===== config.mk =====
export PLATFORM = sky130hd
export DESIGN_NAME = irq_entry_seq
export DESIGN_NICKNAME = d
export VERILOG_FILES = /design/src/rtl/irq_seq_pkg.sv /design/src/rtl/irq_prio_enc.sv /design/src/rtl/irq_vec_map.sv /design/src/rtl/irq_sp_bank.sv /design/src/rtl/irq_entry_seq.sv
export SDC_FILE = /design/constraint.sdc
export NUM_CORES = 1
export LEC_CHECK = 0
export ABC_AREA = 1
export BUFFER_PORTS_ARGS = -buffer_cell sky130_fd_sc_hd__buf_2
export CAP_MARGIN = 20
export CORE_MARGIN = 2
export CORE_UTILIZATION = 25
export DETAILED_ROUTE_END_ITERATION = 6
export GPL_TIMING_DRIVEN = 0
export PLACE_DENSITY_LB_ADDON = 0.2
export SKIP_CTS_REPAIR_TIMING = 1
export SLEW_MARGIN = 5
export SYNTH_ARGS = -nofsm -noshare
export SYNTH_HDL_FRONTEND = slang
export SYNTH_SLANG_ARGS = --single-unit

===== constraint.sdc =====
create_clock -name clk -period 2.9 [get_ports clk]
set_input_delay 0.29 -clock clk [delete_from_list [all_inputs] [get_ports clk]]
set_output_delay 0.29 -clock clk [all_outputs]
set_load 0.01 [all_outputs]

===== src/rtl/irq_seq_pkg.sv =====
package irq_seq_pkg;
    typedef enum logic [2:0] {
        S_FETCH,
        S_DECODE,
        S_EXEC,
        S_INT_ACK,
        S_INT_VEC,
        S_RETI_RD,
        S_RETI_WB
    } seq_state_t;

    localparam logic MODE_USER   = 1'b1;
    localparam logic MODE_KERNEL = 1'b0;
endpackage


===== src/rtl/irq_prio_enc.sv =====
module irq_prio_enc #(
    parameter int N_IRQ = 8,
    localparam int IDX_W = (N_IRQ > 1) ? $clog2(N_IRQ) : 1
) (
    input  logic [N_IRQ-1:0] req,
    output logic             any,
    output logic [IDX_W-1:0] idx
);
    always_comb begin
        idx = '0;
        for (int i = N_IRQ - 1; i >= 0; i--) begin
            if (req[i]) idx = IDX_W'(i);
        end
    end

    assign any = |req;

    always_comb begin
        if (any) a_r5_lowest_wins: assert (req[idx]);
    end
endmodule


===== src/rtl/irq_vec_map.sv =====
module irq_vec_map #(
    parameter int VEC_W   = 8,
    parameter int PC_W    = 16,
    parameter int HBASE   = 200,
    parameter int HSTRIDE = 20
) (
    input  logic [VEC_W-1:0] vec,
    output logic [PC_W-1:0]  handler
);
    localparam logic [PC_W-1:0] BASE_C   = PC_W'(HBASE);
    localparam logic [PC_W-1:0] STRIDE_C = PC_W'(HSTRIDE);

    logic [PC_W-1:0] vec_ext;
    assign vec_ext = {{(PC_W - VEC_W){1'b0}}, vec};
    assign handler = BASE_C + vec_ext * STRIDE_C;
endmodule


===== src/rtl/irq_sp_bank.sv =====
module irq_sp_bank #(
    parameter int SP_W = 16,
    parameter int USP_INIT = 600,
    parameter int SSP_INIT = 300
) (
    input  logic            clk,
    input  logic            rst_n,
    input  logic            enter,
    input  logic            from_user,
    input  logic            leave,
    input  logic            to_user,
    output logic [SP_W-1:0] sp_act,
    output logic [SP_W-1:0] push_addr,
    output logic [SP_W-1:0] pop_addr
);
    logic [SP_W-1:0] sp_shadow;
    logic [SP_W-1:0] popped;

    assign push_addr = from_user ? (sp_shadow - 1'b1) : (sp_act - 1'b1);
    assign pop_addr  = sp_act;
    assign popped    = sp_act + 1'b1;

    always_ff @(posedge clk) begin
        if (!rst_n) begin
            sp_act    <= SP_W'(USP_INIT);
            sp_shadow <= SP_W'(SSP_INIT);
        end else if (enter) begin
            sp_act <= push_addr;
            if (from_user) sp_shadow <= sp_act;
        end else if (leave) begin
            if (to_user) begin
                sp_act    <= sp_shadow;
                sp_shadow <= popped;
            end else begin
                sp_act <= popped;
            end
        end
    end

    a_r7_push_becomes_active: assert property (@(posedge clk) disable iff (!rst_n)
        enter |=> sp_act == $past(push_addr));
    a_r9_pop_lands_in_shadow: assert property (@(posedge clk) disable iff (!rst_n)
        (leave && to_user) |=> sp_shadow == $past(sp_act) + 1'b1);
endmodule


===== src/rtl/irq_entry_seq.sv =====
module irq_entry_seq
    import irq_seq_pkg::*;
#(
    parameter int N_IRQ    = 8,
    parameter int PC_W     = 16,
    parameter int VEC_W    = 8,
    parameter int SP_W     = 16,
    parameter int USP_INIT = 600,
    parameter int SSP_INIT = 300,
    parameter int HBASE    = 200,
    parameter int HSTRIDE  = 20
) (
    input  logic             clk,
    input  logic             rst_n,
    input  logic             step_done,
    input  logic             op_ei,
    input  logic             op_di,
    input  logic             op_reti,
    input  logic [PC_W-1:0]  pc_in,
    output logic [PC_W-1:0]  pc_out,
    output logic             pc_load,
    output logic [PC_W-1:0]  k0_out,
    input  logic [N_IRQ-1:0] irq_req,
    output logic [N_IRQ-1:0] irq_ack,
    output logic             inta,
    input  logic             vec_valid,
    input  logic [VEC_W-1:0] vec_data,
    output logic             stk_we,
    output logic             stk_re,
    output logic [SP_W-1:0]  stk_addr,
    output logic             stk_wdata,
    input  logic             stk_rdata,
    output logic             mode_user,
    output logic             int_en,
    output logic [SP_W-1:0]  sp_active
);
    localparam int IDX_W = (N_IRQ > 1) ? $clog2(N_IRQ) : 1;

    seq_state_t      state, state_nx;
    logic            req_any;
    logic [IDX_W-1:0] req_idx, gnt_q;
    logic [VEC_W-1:0] vec_q;
    logic [PC_W-1:0] handler;
    logic            ie_eff, take, reti_ok, exec_end;
    logic [SP_W-1:0] push_addr, pop_addr;
    logic            sp_enter, sp_leave;

    irq_prio_enc #(.N_IRQ(N_IRQ)) u_prio (
        .req(irq_req), .any(req_any), .idx(req_idx));

    irq_vec_map #(.VEC_W(VEC_W), .PC_W(PC_W), .HBASE(HBASE), .HSTRIDE(HSTRIDE)) u_map (
        .vec(vec_q), .handler(handler));

    irq_sp_bank #(.SP_W(SP_W), .USP_INIT(USP_INIT), .SSP_INIT(SSP_INIT)) u_sp (
        .clk(clk), .rst_n(rst_n),
        .enter(sp_enter), .from_user(mode_user),
        .leave(sp_leave), .to_user(stk_rdata),
        .sp_act(sp_active), .push_addr(push_addr), .pop_addr(pop_addr));

    assign exec_end = (state == S_EXEC) && step_done;
    assign ie_eff   = op_di ? 1'b0 : (op_ei ? 1'b1 : int_en);
    assign reti_ok  = op_reti && (mode_user == MODE_KERNEL);
    assign take     = ie_eff && req_any;
    assign sp_enter = (state == S_INT_VEC);
    assign sp_leave = (state == S_RETI_WB);

    always_comb begin
        state_nx = state;
        unique case (state)
            S_FETCH:   if (step_done) state_nx = S_DECODE;
            S_DECODE:  if (step_done) state_nx = S_EXEC;
            S_EXEC:    if (step_done) begin
                           if (reti_ok)   state_nx = S_RETI_RD;
                           else if (take) state_nx = S_INT_ACK;
                           else           state_nx = S_FETCH;
                       end
            S_INT_ACK: if (vec_valid) state_nx = S_INT_VEC;
            S_INT_VEC: state_nx = S_FETCH;
            S_RETI_RD: state_nx = S_RETI_WB;
            S_RETI_WB: state_nx = S_FETCH;
            default:   state_nx = S_FETCH;
        endcase
    end

    always_ff @(posedge clk) begin
        if (!rst_n) state <= S_FETCH;
        else        state <= state_nx;
    end

    always_ff @(posedge clk) begin
        if (!rst_n) begin
            int_en    <= 1'b0;
            mode_user <= MODE_USER;
            k0_out    <= '0;
            gnt_q     <= '0;
            vec_q     <= '0;
        end else begin
            if (exec_end && !reti_ok) begin
                int_en <= ie_eff;
                if (take) begin
                    k0_out <= pc_in;
                    int_en <= 1'b0;
                    gnt_q  <= req_idx;
                end
            end
            if (state == S_INT_ACK && vec_valid) vec_q <= vec_data;
            if (state == S_INT_VEC) mode_user <= MODE_KERNEL;
            if (state == S_RETI_WB) begin
                mode_user <= stk_rdata;
                int_en    <= 1'b1;
            end
        end
    end

    always_comb begin
        inta      = 1'b0;
        pc_load   = 1'b0;
        pc_out    = '0;
        stk_we    = 1'b0;
        stk_re    = 1'b0;
        stk_addr  = '0;
        stk_wdata = 1'b0;
        unique case (state)
            S_INT_ACK: inta = 1'b1;
            S_INT_VEC: begin
                pc_load   = 1'b1;
                pc_out    = handler;
                stk_we    = 1'b1;
                stk_addr  = push_addr;
                stk_wdata = mode_user;
            end
            S_RETI_RD: begin
                stk_re   = 1'b1;
                stk_addr = pop_addr;
            end
            S_RETI_WB: begin
                pc_load = 1'b1;
                pc_out  = k0_out;
            end
            default: ;
        endcase
    end

    for (genvar g = 0; g < N_IRQ; g++) begin : g_ack
        assign irq_ack[g] = inta && (gnt_q == IDX_W'(g));
    end

    a_r1_reset_state: assert property (@(posedge clk)
        !rst_n |=> (!int_en && mode_user && !inta && !pc_load));
    a_r3_entry_disables: assert property (@(posedge clk) disable iff (!rst_n)
        $rose(inta) |-> (!int_en && k0_out == $past(pc_in)));
    a_r4_inta_drops: assert property (@(posedge clk) disable iff (!rst_n)
        (inta && vec_valid) |=> !inta);
    a_r4_inta_holds: assert property (@(posedge clk) disable iff (!rst_n)
        (inta && !vec_valid) |=> inta);
    a_r5_single_ack: assert property (@(posedge clk) disable iff (!rst_n)
        $onehot0(irq_ack) && (inta == (irq_ack != '0)));
    a_r7_kernel_after_push: assert property (@(posedge clk) disable iff (!rst_n)
        stk_we |=> !mode_user);
    a_r9_enabled_after_return: assert property (@(posedge clk) disable iff (!rst_n)
        (pc_load && !stk_we) |=> int_en);
endmodule


==> key figures <==
Drt
  – Pre-antenna DRT Iters: 7
  – Routed WL: between 15,000 and 20,000 um
  – Residual DRC: 0
  – Via count: around 5,400
  – WL per Instance: about 16 um
  – Vias per inst: ~4.7
  – Starting DRT DRC Count: approximately 330
  – Routed Antenna Nets: 0

Worst setup path
  – CP max stage cell: fa_2
  – CP dominant cell by count: ha_4
  – Critical path endpoint category: primary output
  – Critical Path AT: 2.54 ns
  – CP max stage delay: between 0.3 and 0.4 ns
  – Critical path's top delay family: adder cells
  – Crit start category: flip-flop
  – Reg2Reg Setup Slack: 0.79 ns
  – WP data required: ~2.6 ns
  – CP cell instances: ha_4 > ha_4 > fa_2 > nand3_2 > nand2_2 > xnor2_4 > buf_4 > xnor2_1 > o21ai_0 > buf_2
  – Crit-path max FO: 3
  – Crit Path Class: flip-flop to primary output
  – Crit path buf inv count: 2

Final layout
  – Final nets: 960
  – Area delta synth->final: 28.0%
  – N_diodes: 0
  – Fin cells: roughly 1,100
  – Layout cells sized above 1: 23.1%

Clock tree
  – Clk sinks: 64
  – Root Driver: clkbuf_16
  – # H-tree levels: 3
  – CTS clk-pin slew, worst paths: 0.07 ns
  – Clock Latency Late Sink: between 0.3 and 0.4 ns
  – CTS tree: yes
  – CTS max path bufs: 2
  – Num CTS Buffers: 9

GRT
  – Vias in the first global route: 4,939
  – GRT Total Usage: 18.0%
  – Initial antenna violation count: 0
  – Pin count of the biggest net entering global routing: 14
  – GRT overflow: 0
  – First-pass GRT wire length: about 28,000 um

Floorplan
  – Die height: approximately 140 um
  – Top-Level Pins: approximately 120
  – Starting Density: approximately 25%
  – Core area: approximately 19,000 um2
  – Die width: 141 um
  – Die Area: around 20,000 um2
  – Row Count: 50

STA
  – Final Slew Violations: 0
  – Worst-Margin Slew: approximately 0.75 ns
  – Tmin final: about 2.8 ns
  – Slew HR: around 50%
  – Final period utilization: 97.4%
  – Clock skew: roughly 0.012 ns
  – # setup viols final: 0
  – FMAX: ~0.35 GHz
  – Final worst setup slack: approximately 0.075 ns
  – Final Hold Fails: 0

Pwr
  – Comb pwr share: roughly a tenth
  – Worst-case vdd ir drop: 0.259 mV
  – Reg power frac: ~40%
  – Net Sw Power: around 650 uW
  – Clk network pwr share: between 50% and 60%
  – Pleak: a little under 3 nW
  – Sw Share: 28.1%
  – Tot Pwr: ~2.3 mW
  – Internal power: 1.65 mW
  – Power Dens Cells: 381 nW/um2

Run
  – Max Cap Violations: 0

Synth
  – Seq cells post-synth: 64
  – Yosys cell types: 40
  – Seq/Total Area, Yosys: between 20% and 30%
  – Synthesized area: approximately 4700 um2
  – Synth Net Count: ~830
  – Synth warn: 0
  – Average cell area after synthesis: roughly 6.1 um2
  – Cells after Synth: ~780

Placed design
  – Buffers on Ports: about 120
  – Post-placement cell count: around 1,100
  – Setup slack at placement: between 0.2 and 0.3 ns
  – DP HPWL: around 13,000 um
  – Final Wtd Congestion: between 0.8 and 0.9

Hold path
  – Worst Hold Class: input port to flip-flop

Run status
  – Status: finished, final reports clean
[cell type report]
type	count	area (um2)
tap	234	293
timing repair buffer	118	596
multi-input combinational	586	3010
clock buffer	9	225
buffer	37	189
inverter	88	333
clock inverter	7	80.1
fill	2037	12600
sequential	64	1290
[path summary, 6_finish.rpt]
path | start | end | cells past startpoint
worst max-delay path | vec_q[3]$_SDFFE_PN0P_ | pc_out[9] | 10
worst min-delay path | pc_in[10] | k0_out[10]$_SDFFE_PN0P_ | 3
worst max register to register | u_sp.pop_addr[1]$_SDFFE_PN0P_ | u_sp.pop_addr[12]$_SDFFE_PN0P_ | 12
worst min register to register | k0_out[0]$_SDFFE_PN0P_ | k0_out[0]$_SDFFE_PN0P_ | 2
[flip-flops by register name (all words and copies together) (netlist names)]
signal,flops
state,3
mode_user,1
int_en,1
u_sp.sp_shadow,16
k0_out,16
vec_q,8
gnt_q,3
u_sp.pop_addr,16
[tightest hold or removal path, cell delays in order]
cell	delay, ns
buf_2	0.07
nor2_1	0.03
nor2_1	0.08
[per-stage QoR]
stage	instance area (um2)	TNS, ns	hold WS, ns	util [%]
final	6020	0	0.157	32.4
after global routing	6020	-0.0202	0.162	32.4
after CTS	5880	-0.448	0.157	31.7
after detailed placement	5580	0	0.459	30.0
after global placement	5580	0	0.459	30.0
after floorplan	4700	0	0.425	-
[layout by cell type (no fill, tap or decap), types with 4 or more instances in the layout]
master,n
buf_4,6
o22ai_1,4
inv_1,81
clkbuf_1,18
a31oi_1,4
nand3_1,57
or2_2,4
xor2_1,10
inv_2,6
nand2_1,196
ha_1,11
o21ai_0,69
nand2_2,12
buf_2,125
nor2_2,13
nor2_1,89
o211ai_1,9
dfxtp_1,60
a21oi_1,66
nand4_1,6
clkbuf_16,9
[synth_stat cells (all sizes together)]
| cell | instances | area (um2) |
|---|---|---|
| o31ai | 1 | 7.51 |
| dfxtp | 64 | 1280 |
| inv | 88 | 333 |
| clkbuf | 19 | 72.6 |
| or2 | 5 | 31.3 |
| o21bai | 2 | 15.0 |
| fa | 1 | 20.0 |
| nor2 | 105 | 437 |
| o22ai | 4 | 25.0 |
| xnor2 | 3 | 26.3 |
| ha | 15 | 188 |
| a21oi | 67 | 335 |
| a22o | 1 | 8.76 |
| nand3 | 60 | 313 |
| a31oi | 4 | 25.0 |
| nand4 | 6 | 37.5 |
| a21o | 1 | 7.51 |
| nor3 | 4 | 20.0 |
| o32ai | 1 | 8.76 |
| buf | 18 | 116 |
| o221ai | 1 | 8.76 |
| a311oi | 1 | 8.76 |
| nand3b | 1 | 7.51 |
| o211ai | 9 | 67.6 |
| o21ai | 73 | 377 |
| xor2 | 10 | 87.6 |
| nand2 | 211 | 840 |
[power by group through the flow]
stage | clock [mW] | sequential (mW) | combinational, mW
global route | 1.22 | 0.913 | 0.252
finish | 1.16 | 0.910 | 0.223
detailed placement | 0 | 0.931 | 0.217
floorplan | 0 | 0.931 | 0.130
global placement | 0 | 0.932 | 0.218
CTS | 1.18 | 0.912 | 0.218
[logic make-up after synthesis]
kind of cell | Yosys count | share of synthesized area (%)
adder cells (fa/ha/maj) | 16 | 4.41
AND/OR/NAND/NOR | 392 | 35.8
XOR/XNOR | 13 | 2.42
flip-flops | 64 | 27.2
AO/OA/AOI/OAI | 165 | 19.0
buffers and inverters | 125 | 11.1
[metal layers]
layer	GRT usage (%)	vias to the layer above	wire [um]
li1	-	2774	-
met1	24.7	2405	8310
met2	28.2	190	8010
met3	3.97	26	1270
met4	5.84	0	389
met5	0	-	0
(Power assumes the default switching activity.)
